**config.mk**
```make
export PLATFORM = sky130hd
export DESIGN_NAME = boc_link_ctrl
export DESIGN_NICKNAME = d
export VERILOG_FILES = /design/src/rtl/boc_pkg.sv /design/src/rtl/boc_tx_gen.sv /design/src/rtl/boc_rx_detect.sv /design/src/rtl/boc_event.sv /design/src/rtl/boc_link_ctrl.sv
export SDC_FILE = /design/constraint.sdc
export NUM_CORES = 1
export LEC_CHECK = 0
export BUFFER_PORTS_ARGS = -buffer_cell sky130_fd_sc_hd__clkbuf_2
export CORE_ASPECT_RATIO = 0.75
export CORE_MARGIN = 2
export CORE_UTILIZATION = 40
export CTS_CLUSTER_SIZE = 30
export DETAILED_ROUTE_END_ITERATION = 8
export HOLD_SLACK_MARGIN = 0.03
export PLACE_DENSITY_LB_ADDON = 0.15
export SLEW_MARGIN = 20
export SYNTH_ARGS = -nofsm -noshare
export SYNTH_HDL_FRONTEND = slang
export SYNTH_SLANG_ARGS = --single-unit
```
**constraint.sdc**
```tcl
create_clock -name clk -period 4.9 [get_ports clk]
set_input_delay 0.49 -clock clk [delete_from_list [all_inputs] [get_ports clk]]
set_output_delay 0.49 -clock clk [all_outputs]
set_load 0.02 [all_outputs]
```
**src/rtl/boc_pkg.sv**
```systemverilog
package boc_pkg;
    localparam int CODE_W  = 6;
    localparam int LEAD_W  = 8;
    localparam int PAT_LEN = LEAD_W + CODE_W + 2;
    localparam int PCNT_W  = $clog2(PAT_LEN);

    localparam logic [PAT_LEN-1:0] IDLE_WORD = {(PAT_LEN/8){8'h7E}};

    // Pattern word, bit 0 goes out first.
    function automatic logic [PAT_LEN-1:0] boc_frame(input logic [CODE_W-1:0] c);
        return {1'b0, c, 1'b0, {LEAD_W{1'b1}}};
    endfunction

    function automatic logic boc_is_frame(input logic [PAT_LEN-1:0] w);
        return (w[LEAD_W-1:0] == {LEAD_W{1'b1}}) && !w[LEAD_W] && !w[PAT_LEN-1];
    endfunction

    function automatic logic [CODE_W-1:0] boc_field(input logic [PAT_LEN-1:0] w);
        return w[PAT_LEN-2 -: CODE_W];
    endfunction
endpackage

```
**src/rtl/boc_tx_gen.sv**
```systemverilog
module boc_tx_gen
    import boc_pkg::*;
(
    input  logic              clk,
    input  logic              rst_n,
    input  logic              adv,
    input  logic              send_en,
    input  logic [CODE_W-1:0] code,
    output logic              bit_out
);
    typedef struct packed {
        logic [PAT_LEN-1:0] sh;
        logic [PCNT_W-1:0]  cnt;
    } tx_st_t;

    tx_st_t st_d, st_q;

    always_comb begin
        st_d = st_q;
        if (adv) begin
            if (st_q.cnt == PCNT_W'(PAT_LEN - 1)) begin
                st_d.cnt = '0;
                st_d.sh  = send_en ? boc_frame(code) : IDLE_WORD;
            end else begin
                st_d.cnt = st_q.cnt + 1'b1;
                st_d.sh  = st_q.sh >> 1;
            end
        end
    end

    always_ff @(posedge clk or negedge rst_n) begin
        if (!rst_n) begin
            st_q.sh  <= IDLE_WORD;
            st_q.cnt <= '0;
        end else begin
            st_q <= st_d;
        end
    end

    assign bit_out = st_q.sh[0];
endmodule

```
**src/rtl/boc_rx_detect.sv**
```systemverilog
module boc_rx_detect
    import boc_pkg::*;
#(
    parameter int ACCEPT_CNT = 3,
    parameter int LOSS_PATS  = 4
) (
    input  logic              clk,
    input  logic              rst_n,
    input  logic              enable,
    input  logic              adv,
    input  logic              bit_in,
    output logic [CODE_W-1:0] code,
    output logic              valid,
    output logic              change
);
    localparam int LOSS_LIM = LOSS_PATS * PAT_LEN;
    localparam int LOSS_W   = $clog2(LOSS_LIM + 1);
    localparam int REP_W    = $clog2(ACCEPT_CNT + 1);
    localparam int GAP_W    = $clog2(PAT_LEN + 1);

    typedef struct packed {
        logic [PAT_LEN-1:0] win;
        logic [GAP_W-1:0]   gap;
        logic [CODE_W-1:0]  cand;
        logic               cand_vld;
        logic [REP_W-1:0]   rep;
        logic [LOSS_W-1:0]  loss;
        logic               valid;
        logic [CODE_W-1:0]  code;
    } rx_st_t;

    rx_st_t st_d, st_q;
    logic   chg_d;

    logic [PAT_LEN-1:0] w;
    logic               hit, consec, accept, keep;
    logic [CODE_W-1:0]  hc;

    always_comb begin
        st_d   = st_q;
        chg_d  = 1'b0;
        w      = {bit_in, st_q.win[PAT_LEN-1:1]};
        hit    = boc_is_frame(w);
        hc     = boc_field(w);
        consec = hit && st_q.cand_vld && (hc == st_q.cand)
                 && (st_q.gap == GAP_W'(PAT_LEN - 1));
        accept = 1'b0;
        keep   = st_q.valid && hit && (hc == st_q.code);
        if (!enable) begin
            st_d.win      = '0;
            st_d.gap      = GAP_W'(PAT_LEN);
            st_d.cand_vld = 1'b0;
            st_d.rep      = '0;
            st_d.loss     = '0;
            st_d.valid    = 1'b0;
        end else if (adv) begin
            st_d.win = w;
            if (hit) begin
                st_d.gap = '0;
            end else if (st_q.gap != GAP_W'(PAT_LEN)) begin
                st_d.gap = st_q.gap + 1'b1;
            end
            if (hit) begin
                if (consec) begin
                    if (st_q.rep != REP_W'(ACCEPT_CNT)) begin
                        st_d.rep = st_q.rep + 1'b1;
                    end
                end else begin
                    st_d.cand     = hc;
                    st_d.cand_vld = 1'b1;
                    st_d.rep      = REP_W'(1);
                end
                accept = (st_d.rep == REP_W'(ACCEPT_CNT));
            end
            if (accept && !keep) begin
                st_d.valid = 1'b1;
                st_d.code  = hc;
                st_d.loss  = '0;
                chg_d      = 1'b1;
            end else if (st_q.valid) begin
                if (keep) begin
                    st_d.loss = '0;
                end else if (st_q.loss == LOSS_W'(LOSS_LIM - 1)) begin
                    st_d.valid = 1'b0;
                    st_d.loss  = '0;
                    chg_d      = 1'b1;
                end else begin
                    st_d.loss = st_q.loss + 1'b1;
                end
            end
        end
    end

    always_ff @(posedge clk or negedge rst_n) begin
        if (!rst_n) begin
            st_q.win      <= '0;
            st_q.gap      <= GAP_W'(PAT_LEN);
            st_q.cand     <= '0;
            st_q.cand_vld <= 1'b0;
            st_q.rep      <= '0;
            st_q.loss     <= '0;
            st_q.valid    <= 1'b0;
            st_q.code     <= '0;
        end else begin
            st_q <= st_d;
        end
    end

    assign code   = st_q.code;
    assign valid  = st_q.valid;
    assign change = chg_d;
endmodule

```
**src/rtl/boc_event.sv**
```systemverilog
module boc_event (
    input  logic clk,
    input  logic rst_n,
    input  logic change,
    input  logic clr,
    input  logic irq_en,
    output logic flag,
    output logic irq
);
    logic flag_d, flag_q;

    always_comb begin
        flag_d = flag_q;
        if (change) begin
            flag_d = 1'b1;
        end else if (clr) begin
            flag_d = 1'b0;
        end
    end

    always_ff @(posedge clk or negedge rst_n) begin
        if (!rst_n) begin
            flag_q <= 1'b0;
        end else begin
            flag_q <= flag_d;
        end
    end

    assign flag = flag_q;
    assign irq  = flag_q & irq_en;
endmodule

```
**src/rtl/boc_link_ctrl.sv**
```systemverilog
module boc_link_ctrl
    import boc_pkg::*;
#(
    parameter int ACCEPT_CNT = 3,
    parameter int LOSS_PATS  = 4
) (
    input  logic              clk,
    input  logic              rst_n,
    input  logic              t1_mode,
    input  logic              dl_strobe,
    input  logic              send_en,
    input  logic [CODE_W-1:0] tx_code,
    output logic              tx_dl_bit,
    input  logic              rx_dl_bit,
    output logic [CODE_W-1:0] rx_code,
    output logic              rx_valid,
    input  logic              event_clr,
    input  logic              irq_en,
    output logic              event_flag,
    output logic              irq
);
    logic adv;
    logic rx_change;

    assign adv = dl_strobe & t1_mode;

    boc_tx_gen u_tx (
        .clk     (clk),
        .rst_n   (rst_n),
        .adv     (adv),
        .send_en (send_en),
        .code    (tx_code),
        .bit_out (tx_dl_bit)
    );

    boc_rx_detect #(
        .ACCEPT_CNT (ACCEPT_CNT),
        .LOSS_PATS  (LOSS_PATS)
    ) u_rx (
        .clk    (clk),
        .rst_n  (rst_n),
        .enable (t1_mode),
        .adv    (adv),
        .bit_in (rx_dl_bit),
        .code   (rx_code),
        .valid  (rx_valid),
        .change (rx_change)
    );

    boc_event u_evt (
        .clk    (clk),
        .rst_n  (rst_n),
        .change (rx_change),
        .clr    (event_clr),
        .irq_en (irq_en),
        .flag   (event_flag),
        .irq    (irq)
    );
endmodule

```
==> results of run 1 <==
==> logic make-up after synthesis <==
group	Yosys count	synth area share, %
AOI/OAI and AO/OA	56	11.08
xor gates and xnor gates	13	3.626
adders and majority gates	5	1.992
buffers and inverters	23	3.506
DFF	63	50.72
muxes	28	9.442
and+or+nand+nor	109	19.64
==> power breakdown <==
part	internal, mW	total [mW]	switching [mW]
Clock	0.260	0.450	0.189
Sequential	0.611	0.652	0.0416
Combinational	0.0554	0.136	0.0805
Total	0.926	1.24	0.311
==> path summary, 6_finish.rpt <==
check                              startpoint            end  slack, ps  cells after the start
worst max-delay path            u_rx.st_q[23]   u_rx.st_q[9]       2490                      9
worst min-delay path                    rst_n  u_rx.st_q[11]         90                      1
worst max register to register  u_rx.st_q[23]   u_rx.st_q[9]       2490                      9
worst min register to register   u_tx.st_q[5]   u_tx.st_q[5]        450                      2
max in group asynchronous               rst_n     u_rx.valid       3860                      2
min in group clk                    event_clr     u_evt.flag        430                      3
==> layout make-up <==
type,count,area (sq um)
Clock inverter,4,45.04
Timing Repair Buffer,24,122.6
Fill cell,724,3964
Inverter,6,22.52
Sequential cell,63,1593
Tap cell,101,126.4
Multi-Input combinational cell,211,1438
Clock buffer,12,155.1
==> registers in the layout, summed over array words and instances, names as in the netlist <==
| name | count |
|---|---|
| u_evt.flag | 1 |
| u_rx.hc | 6 |
| u_rx.valid | 1 |
| u_tx.st_q | 18 |
| u_tx.bit_out | 1 |
| u_rx.code | 6 |
| u_rx.st_q | 30 |
==> cell usage after synthesis (3+ instances only) <==
cell,count
xor2_1,8
clkbuf_1,8
a21oi_1,10
mux2_1,12
or3_1,9
a21o_1,4
dfstp_2,13
buf_4,6
dfrtp_1,50
nor2_1,8
nor2b_1,18
and3_1,3
inv_1,6
and2_1,3
xnor2_1,5
mux2i_1,15
o21ai_1,6
ha_1,5
nand4_1,3
nand2_1,39
o21ai_0,22
nand3_1,8
==> worst max-delay path: stages (launching register included) <==
cell	delay, ps
dfrtp_1	430
ha_1	200
and3_1	160
ha_1	180
nand2_1	100
nor4_4	170
nand4_2	150
nand2b_4	190
o311a_4	350
a221o_1	360
==> routing by layer <==
layer	up-vias	GRT usage, %	routed length (um)	share of wire (%)
met5	-	0	0	0
met4	0	5.132	40	0.66
met3	5	4.414	216	3.6
met2	32	21.22	2389	39
met1	1064	25.08	3412	56
li1	1072	-	-	-
==> through the flow <==
step                hold WS (ps)  utilization (%)  cell area (sq um)  worst slack [ps]
finish                     87.23            46.91               3502              2491
CTS                        91.26            46.91               3502              2472
floorplan                  194.4                -               3141              2740
global placement           440.8            44.23               3302              2139
global route               110.9            46.91               3502              2238
detailed placement         445.6            44.23               3302              2129
==> results, run 1 <==
- In this run, the number of DRC markers left after iteration 0 of detailed routing was about 110.
- The classification of the worst setup path is reg -> reg.
- The endpoint kind of the worst setup timing path is a flip-flop.
- The number of endpoints failing setup at the final stage is 0.
- The count of cells resized by post-cts repair is 0.
- The floorplan has 27 rows.
- After synthesis the netlist holds a flip-flop and latch count of between 60 and 70.
- Global routing used approximately 16% of the available tracks across all layers.
- By area the synthesized netlist is led by dfrtp_1 (40%), dfstp_2 (11%), mux2i_1 (4.8%).
- The final count of hold timing violations is 0.
- The number of slew-limit violations in the final report was 0.
- The most area-hungry cell type in the Yosys netlist is dfrtp_1.
- The cell at the root of the clock tree is clkbuf_8.
- Setup repair after global routing left no endpoint under its margin.
- The setup total negative slack is 0 ps.
- Clock skew on the completed layout was measured at between 7 and 8 ps.
- The starting utilization of the core area is a little over two fifths.
- Yosys mapped a number of flops with a built-in enable equal to 0.
- Along the worst path, the maximum fanout reaches 7.
- The iteration count of the initial detailed-routing pass is 4.
- Measured against its own limit, the worst slew margin works out to around 45%.
- The clock slew at the register clock pins of the worst setup and hold paths is ~70 ps.
- The H-tree was split into 3 levels.
- TritonCTS built the clock tree.
- The insertion delay of the later-clocked pin in the worst-skew pair is 330 ps.
- Across the VDD grid, the largest voltage drop is 169.3 uV.
- The transition at the pin with the smallest max-transition slack is 824.4 ps.
- The share of Yosys cell area claimed by the top area cell type is 39.84%.
- The required time of the critical path is 5120 ps.
- The number of antenna diodes in the final layout is 0.
- Dividing the detail-routed via count by the number of cells gives between 5 and 6.
- The congestion estimate from routability-driven global placement came to between 0.7 and 0.8.
- The final cell count without fillers is roughly 420.
- The most frequent standard cell in the layout excluding fill and tap cells is dfrtp_1.
- The net count after synthesis is roughly 320.
- The run finished with clean final reports.
- The overall overflow remaining after global route is 0.
- The post-route clock period utilization is approximately 50%.
- The number of max-cap violations is 0.
- Yosys printed 0 warnings.
- The area of the die is about 0.0086 sq mm.
- The horizontal die dimension is 106.3 um.
- In the final layout, the share of cells above drive strength 1 is between 10% and 20%.
- The netlist uses 51 different library cells.
- The min-delay analysis places its worst path in the category in -> async.
- The post-CTS setup-driven buffer insertion count is 0.
- After detailed routing, the number of remaining DRC violations is 0.
- The die span in y is around 80 um.
- The total power divided by cell area is between 300 and 400 mW/mm^2.
- After the last flow step, the layout net total stands at around 330.
- The worst setup path is launched from a flip-flop.
- The number of ports placed on the die boundary is 24.
- The mapped cell area is around 0.0031 sq mm.
- Wires add up to about 6.1 mm.
- The routed length per instance is approximately 14 um.
- The post-detailed-route count of antenna-violating nets is 0.
- The number of clock buffers inserted by TritonCTS is 9.
- The time the worst path needs with I/O delays and setup is about 2400 ps.
- The number of cells produced by synthesis is 297.
- Leaving out fill and tap cells, the most frequent cells in the layout are dfrtp_1 (50), nand2_1 (39), clkbuf_2 (23).
- Of all flip-flops after synthesis, the portion carrying an async set or reset was 100.0%.
- The number of antenna violations at the first check in global routing was 0.
- Timing would allow up to 415.1 MHz.
- The via count of the first global-routing pass is slightly above 2000.
- The clock sink total is 63.
- Data on the critical path arrives at its endpoint at ~2600 ps.
- The detailed router placed ~2200 vias in this run.
- The largest net degree at the start of global routing is 48.
- Sequential elements use between 50% and 60% of the synthesized area.
- The hold buffer count at cts is 0.
- The HPWL after detailed placement is 4.173 mm.
- The cell count after placement is about 410.
- The area growth from synthesis to final layout is 11.51%.
- The leakage power summed over all cells is 1.690 nW.
- The most used flip-flop cell after synthesis is dfrtp_1.
- The count of buffers from port buffering is 23.
- A synthesized cell averages ~11 sq um.
- The number of buffers on the longest clock path is 2.
- After floorplanning, the core was sized to cover between 0.007 and 0.008 sq mm.
- Total power for the finished layout comes to 1.238 mW.
- The first-pass GRT wire length is roughly 11 mm.
(Power assumes the default switching activity.)
==> inputs of run 2 (changes only) <==
==> constraint.sdc (replaced) <==
create_clock -name clk -period 2.25 [get_ports clk]
set_input_delay 0.225 -clock clk [delete_from_list [all_inputs] [get_ports clk]]
set_output_delay 0.225 -clock clk [all_outputs]
set_load 0.02 [all_outputs]
==> run 2 against run 1 <==
Effect of this change: core utilization up 2.3 points; highest routed layer unchanged; die area unchanged; worst setup slack worse by 2400 ps; sequential power up 120%; critical endpoint unchanged; sequential cell count unchanged.
==> results, run 2 (synthesis results as in run 1) <==
- The post-route clock skew is 9.097 ps (+1.386 ps).
- The die span in y is 80.74 um (unchanged).
- The HPWL after detailed placement is 4.327 mm (+3.7%).
- The total via count in the routed design is 2197 (+1.1%).
- The number of placement rows was 27 (unchanged).
- The peak supply drop came to 458.8 uV (+170%).
- The fraction of layout cells with a size suffix above 1 is 25.60% (+6.2 points).
- The required time of the critical path is 2480 ps (-2640 ps).
- The final cell count without fillers came to 437 (+3.8%).
- The number of slew-limit violations in the final report came to 0 (unchanged).
- The global-route total usage across every layer came to 16.89% (+0.77 points).
- The ratio of routed vias to standard cells was 5.027 (-2.6%).
- The worst-case headroom to the max-slew limit is 69.61% (+25 points).
- The total power divided by cell area is 711.6 mW/mm^2 (+100%).
- The iteration count of the initial detailed-routing pass came to 4 (unchanged).
- The horizontal die dimension is 106.3 um (unchanged).
- The arrival time of data at the critical path endpoint is 2390 ps (-240 ps).
- The flow ran to the end, and the final reports show no timing, DRC or antenna violations.
- The via count of the first global-routing pass was 2190 (+5.3%).
- The number of ports placed on the die boundary came to 24 (unchanged).
- The antenna diode instance count is 0 (unchanged).
- The number of flip-flops in the largest register is 30 (unchanged).
- The number of DRC violations after detailed-routing iteration 0 is 82 (-25%).
- The insertion delay of the later-clocked pin in the worst-skew pair is 340 ps (about the same).
- The H-tree depth is 3 (unchanged).
- The biggest fanout along the worst timing path is 4 (-3).
- The post-layout utilization of the core came to 49.24% (+2.3 points).
- The largest net degree at the start of global routing was 64 (+33%).
- The final non-filler cell area came to 0.003676 sq mm (+5.0%).
- The clock slew at the register clock pins of the worst setup and hold paths is 70 ps (about the same).
- The cell count after placement came to 416 (+2.7%).
- The CTS tree is yes.
- The clock sink total is 63 (unchanged).
- The starting utilization of the core area is 42.06% (unchanged).
- The total number of nets in the final design is 350 (+4.8%).
- The setup total negative slack came to 0 ps (unchanged).
- The count of buffers from port buffering is 23 (unchanged).
- STA classifies the critical path endpoint as a flip-flop.
- The post-route clock period utilization was 96.13% (+47 points).
- The worst slack after detailed placement is -28.70 ps (-2157 ps).
- The number of max-cap violations is 0 (unchanged).
- The routed length per instance is 14.28 um (-0.80%).
- The core box area is 0.007466 sq mm (unchanged).
- The cell at the root of the clock tree is clkbuf_8.
- Counting flops per register, the top entry is u_rx.st_q.
- STA classifies the critical path startpoint as a flip-flop.
- The first-pass GRT wire length was 11.03 mm (+3.1%).
- The time the worst path needs with I/O delays and setup is 2163 ps (-246.3 ps).
- The classification of the worst-slack hold path is in -> reg.
- The cell area reported after detailed placement came to 0.003397 sq mm (+2.9%).
- The transition at the pin with the smallest max-transition slack is 455.9 ps (-368.5 ps).
- The leakage power summed over all cells is 1.767 nW (+4.6%).
- The final count of hold timing violations is 0 (unchanged).
- The overall overflow remaining after global route was 0 (unchanged).
- The total wirelength of the detailed-routed design is 6.239 mm (+3.0%).
- The number of buffers on the longest clock path came to 2 (unchanged).
- The number of endpoints failing setup at the final stage is 0 (unchanged).
- The library cell used most frequently in the layout, excluding fill and tap cells, is dfrtp_1.
- The highest clock frequency the design can meet came to 462.3 MHz (+11%).
- The largest registers in the layout are u_rx.st_q (30), u_tx.st_q (18).
- Setup repair after global routing could not meet its margin everywhere.
- The DRC violations left is 0 (unchanged).
- The weighted congestion at the end of routability-driven global placement is 0.8091 (+3.5%).
- The final worst slack was 86.97 ps (-2404 ps).
- The area growth from synthesis to final layout is 17.05%.
- The post-detailed-route count of antenna-violating nets is 0 (unchanged).
- The area of the die was 0.008583 sq mm (unchanged).
- The number of clock buffers inserted by TritonCTS was 9 (unchanged).
- The classification of the worst setup path is reg -> reg.
- Leaving out fill and tap cells, the most frequent cells in the layout are dfrtp_1 (50), nand2_1 (38), clkbuf_2 (23).
- The filler cell count in the final layout is 704 (-2.8%).
- The number of antenna violations at the first check in global routing is 0 (unchanged).
## run 2: cell count changes in the layout (fill, tap and decap cells not counted), moves of 2 or more
cell	change
buf_12	+2
mux2_4	+6
ha_1	-2
mux2_1	-6
buf_4	+13
## run 2: layout make-up
cell class | count | area (sq um) | share of cell area, %
Clock buffer | 13 | 158.9 | 4.323
Clock inverter | 3 | 17.52 | 0.4765
Inverter | 6 | 22.52 | 0.6127
Multi-Input combinational cell | 211 | 1488 | 40.47
Sequential cell | 63 | 1593 | 43.33
Tap cell | 101 | 126.4 | 3.438
Timing Repair Buffer | 40 | 270.3 | 7.352
## run 2: final timing paths
| path | from | endpoint | slack (ps) | cells after the start |
|---|---|---|---|---|
| min in group asynchronous | rst_n | u_rx.st_q[25] | 420 | 3 |
| worst min-delay path | event_clr | u_evt.flag | 150 | 3 |
| worst min register to register | u_tx.st_q[8] | u_tx.st_q[8] | 450 | 2 |
| worst max-delay path | u_rx.st_q[24] | u_rx.st_q[9] | 90 | 9 |
| max in group asynchronous | rst_n | u_tx.st_q[16] | 1500 | 3 |
| worst max register to register | u_rx.st_q[24] | u_rx.st_q[9] | 90 | 9 |
## run 2: per-layer routing
metal  vias to the layer above  wire [um]  GRT usage [%]
li1                       1103          -              -
met3                        10        252          5.538
met4                         0         85          5.526
met5                         -          0              0
met2                        34       2487          22.56
met1                      1050       3413          25.45
## run 2: timing repair
action	4_1_cts	5_1_grt
endpoints found under the setup margin	7	18
buffers inserted	4	0
pin swaps	7	4
hold buffers	1	0
hold endpoints to repair	50	0
gates resized for setup	12	0
## run 2: where the power goes
part / internal, mW / leakage, nW / total (mW) / switching (mW)
combinational: 0.135 / 0.854 / 0.316 / 0.181
clock: 0.457 / 0.0894 / 0.882 / 0.425
sequential: 1.33 / 0.824 / 1.42 / 0.0886
total: 1.92 / 1.77 / 2.62 / 0.695
## run 2: metrics by stage
step / power, mW / hold WS, ps
floorplan: 1.633 / -70.59
global placement: 1.737 / 272.8
detailed placement: 1.752 / 268.8
CTS: 2.653 / 130.2
global route: 2.774 / 162.5
finish: 2.616 / 147.9
## run 2: worst max-delay path, cell delays in order, from the launching register on
cell and delay (ps):
dfrtp_1 360, ha_2 190, and3_4 190, ha_4 140, nand2_4 50, nor4_4 160, nand4_2 140, nand2b_4 180
o311a_4 340, a221o_1 310
==> inputs of run 3 (changes only) <==
==> constraint.sdc (replaced) <==
create_clock -name clk -period 2.55 [get_ports clk]
set_input_delay 0.255 -clock clk [delete_from_list [all_inputs] [get_ports clk]]
set_output_delay 0.255 -clock clk [all_outputs]
set_load 0.02 [all_outputs]
==> run 3 against run 2 <==
Effect of this change: worst setup slack better by 150 ps; hold slack better by 49 ps; wire length down 2.5%; register-to-register slack better by 150 ps; sequential power down 12%; clock power up 10%; via count unchanged.
==> results, run 3 (synthesis results as in run 1) <==
- The cell internal power dissipation came to 1.890 mW (-1.6%).
- Setup repair after global routing left no endpoint under its margin.
- The filler cell count in the final layout is 698 (-0.85%).
- The total wirelength of the detailed-routed design is 6.082 mm (-2.5%).
- The critical path goes through ha_1 > and3_1 > ha_1 > nand2_1 > nor4_4 > nand4_2 > nand2b_4 > o311a_4 > a221o_1.
- The sequential group share of total power is 50.1% (-4.1 points).
- The number of clock buffers inserted by TritonCTS was 9 (unchanged).
- The peak supply drop was 261.4 uV (-43%).
- The area of the die is 0.008583 sq mm (unchanged).
- The post-route clock skew was 8.168 ps (-0.9290 ps).
- The cell count after placement is 412 (-0.96%).
- The number of antenna violations at the first check in global routing is 0 (unchanged).
- The transition at the pin with the smallest max-transition slack is 750.6 ps (+294.7 ps).
- The delay of the slowest cell on the worst path came to 420 ps (+60 ps).
- The cell at the root of the clock tree is clkbuf_8.
- The global-route total usage across every layer came to 15.91% (-0.98 points).
- The fraction of layout cells with a size suffix above 1 is 20.73% (-4.9 points).
- The final non-filler cell area is 0.003601 sq mm (-2.0%).
- The number of flip-flops in the largest register is 30 (unchanged).
- The time the worst path needs with I/O delays and setup is 2317 ps (+153.6 ps).
- The count of buffering cells on the critical path with inverters included is 0 (unchanged).
- The arrival time of data at the critical path endpoint is 2530 ps (+140 ps).
- STA classifies the critical path startpoint as a flip-flop.
- The insertion delay of the later-clocked pin in the worst-skew pair came to 330 ps (about the same).
- The horizontal die dimension is 106.3 um (unchanged).
- The number of max-cap violations was 0 (unchanged).
- The leakage power summed over all cells is 1.740 nW (-1.5%).
- The hold buffer count at cts is 1 (unchanged).
- The worst hold slack after final layout is 197.0 ps (+49.07 ps).
- The post-CTS setup-driven buffer insertion count is 0 (-4).
- The final count of hold timing violations was 0 (unchanged).
- The post-layout utilization of the core came to 48.23% (-1.0 points).
- The classification of the worst setup path is reg -> reg.
- The total power divided by cell area is 691.9 mW/mm^2 (-2.8%).
- The setup total negative slack was 0 ps (unchanged).
- The slowest stage of the critical path is the dfrtp_1 cell.
- The weighted congestion at the end of routability-driven global placement is 0.7694 (-4.9%).
- The via count of the first global-routing pass came to 2069 (-5.5%).
- The number of placement rows is 27 (unchanged).
- The number of DRC violations after detailed-routing iteration 0 is 108 (+32%).
- In the final layout, the registers with the most flip-flops are u_rx.st_q (30), u_tx.st_q (18).
- The flow ran to the end, and the final reports show no timing, DRC or antenna violations.
- The worst setup path is captured at a flip-flop.
- The required time of the critical path is 2770 ps (+290 ps).
- The H-tree depth is 3 (unchanged).
- The clock sink total came to 63 (unchanged).
- The antenna diode instance count was 0 (unchanged).
- TritonCTS built the clock tree.
- The first-pass GRT wire length is 10.54 mm (-4.5%).
- The count of buffers from port buffering was 23 (unchanged).
- The biggest fanout along the worst timing path was 7 (+3).
- The count of cells resized by post-cts repair is 0 (-12).
- The iteration count of the initial detailed-routing pass is 5 (+1).
- The switching share of power was 24.15% (-2.4 points).
- The HPWL after detailed placement is 4.254 mm (-1.7%).
- The final cell count without fillers came to 429 (-1.8%).
- The relative contribution of the clock network to total power is 39.0% (+5.3 points).
- The relative contribution of combinational cells to total power came to 10.9% (-1.2 points).
- The category of cells accounting for the largest share of critical-path delay is simple AND/OR/NAND/NOR gates.
- The total via count in the routed design is 2197 (unchanged).
- The cell area reported after detailed placement is 0.003367 sq mm (-0.88%).
- The post-detailed-route count of antenna-violating nets is 0 (unchanged).
- The total number of nets in the final design is 342 (-2.3%).
- The net load switching power was 0.6017 mW (-13%).
- The total area of multi-input combinational cells is 0.001438 sq mm (-3.4%).
- The highest clock frequency the design can meet was 431.7 MHz (-6.6%).
- The area used by sequential logic in the layout is 0.001593 sq mm (unchanged).
- The largest net degree at the start of global routing is 38 (-41%).
- Leaving out fill and tap cells, the most frequent cell in the layout is dfrtp_1.
- The ratio of routed vias to standard cells was 5.121 (+1.9%).
- The core box area is 0.007466 sq mm (unchanged).
- The die span in y is 80.74 um (unchanged).
- The routed length per instance is 14.18 um (-0.70%).
- The worst-case headroom to the max-slew limit is 49.96% (-20 points).
- The total power of the final layout is 2.491 mW (-4.8%).
- The number of ports placed on the die boundary came to 24 (unchanged).
- The area growth from synthesis to final layout is 14.66%.
- The DRC violations left is 0 (unchanged).
- The final worst slack came to 233.4 ps (+146.4 ps).
- The number of buffers on the longest clock path came to 2 (unchanged).
- The starting utilization of the core area is 42.06% (unchanged).
- The number of endpoints failing setup at the final stage is 0 (unchanged).
- The number of slew-limit violations in the final report is 0 (unchanged).
- The classification of the worst-slack hold path is in -> reg.
- The worst slack after detailed placement was 255.6 ps (+284.3 ps).
- The clock slew at the register clock pins of the worst setup and hold paths is 70 ps (about the same).
- In the layout the commonest cells are dfrtp_1 (50), nand2_1 (39), clkbuf_2 (23).
- The overall overflow remaining after global route is 0 (unchanged).
- Counting stages on the worst path, the most repeated cell is ha_1.
- More flip-flops sit in one register than any other, and that register is u_rx.st_q.
- The post-route clock period utilization came to 90.85% (-5.3 points).
-- run 3: cell types whose count changed in the layout (fill, tap and decap cells not counted), moves of 2 or more --
| cell | before | now |
|---|---|---|
| buf_4 | 14 | 7 |
| mux2_1 | 6 | 12 |
| mux2_4 | 6 | 0 |
| bufinv_16 | 0 | 2 |
| ha_1 | 3 | 5 |
-- run 3: path summary, 6_finish.rpt --
path	startpoint	to	slack, ps	cells after the start
max reg2reg	u_rx.st_q[23]	u_rx.st_q[9]	230	9
max	u_rx.st_q[23]	u_rx.st_q[9]	230	9
min reg2reg	u_tx.st_q[7]	u_tx.st_q[7]	450	2
max in group asynchronous	rst_n	u_tx.st_q[15]	1300	3
min in group asynchronous	rst_n	u_rx.st_q[8]	530	2
min	event_clr	u_evt.flag	200	3
-- run 3: routing by layer --
metal	vias up	GRT usage (%)	share of wire, %
met4	0	6.184	0.81
met3	6	4.334	4.3
met5	-	0	0
li1	1092	-	-
met2	43	21.41	39
met1	1056	24.03	56
-- run 3: layout make-up --
type	count	share of cell area [%]
Timing Repair Buffer	32	5.490
Inverter	6	0.6254
Sequential cell	63	44.23
Multi-Input combinational cell	211	39.92
Tap cell	101	3.509
Clock buffer	13	4.413
Clock inverter	3	1.807
-- run 3: worst reg2reg max path, delay by kind of cell, from the launching register on --
kind	cells	cell delay [ps]
adder cells (fa/ha/maj)	2	340
AND/OR/NAND/NOR	5	740
flip-flops	1	420
AO/OA/AOI/OAI	2	700
-- run 3: power groups by stage --
stage | registers, mW | logic (mW) | clock network [mW]
floorplan | 1.26 | 0.182 | 0
global placement | 1.26 | 0.270 | 0
detailed placement | 1.27 | 0.276 | 0
CTS | 1.25 | 0.276 | 1.00
global route | 1.27 | 0.322 | 1.05
finish | 1.25 | 0.271 | 0.971
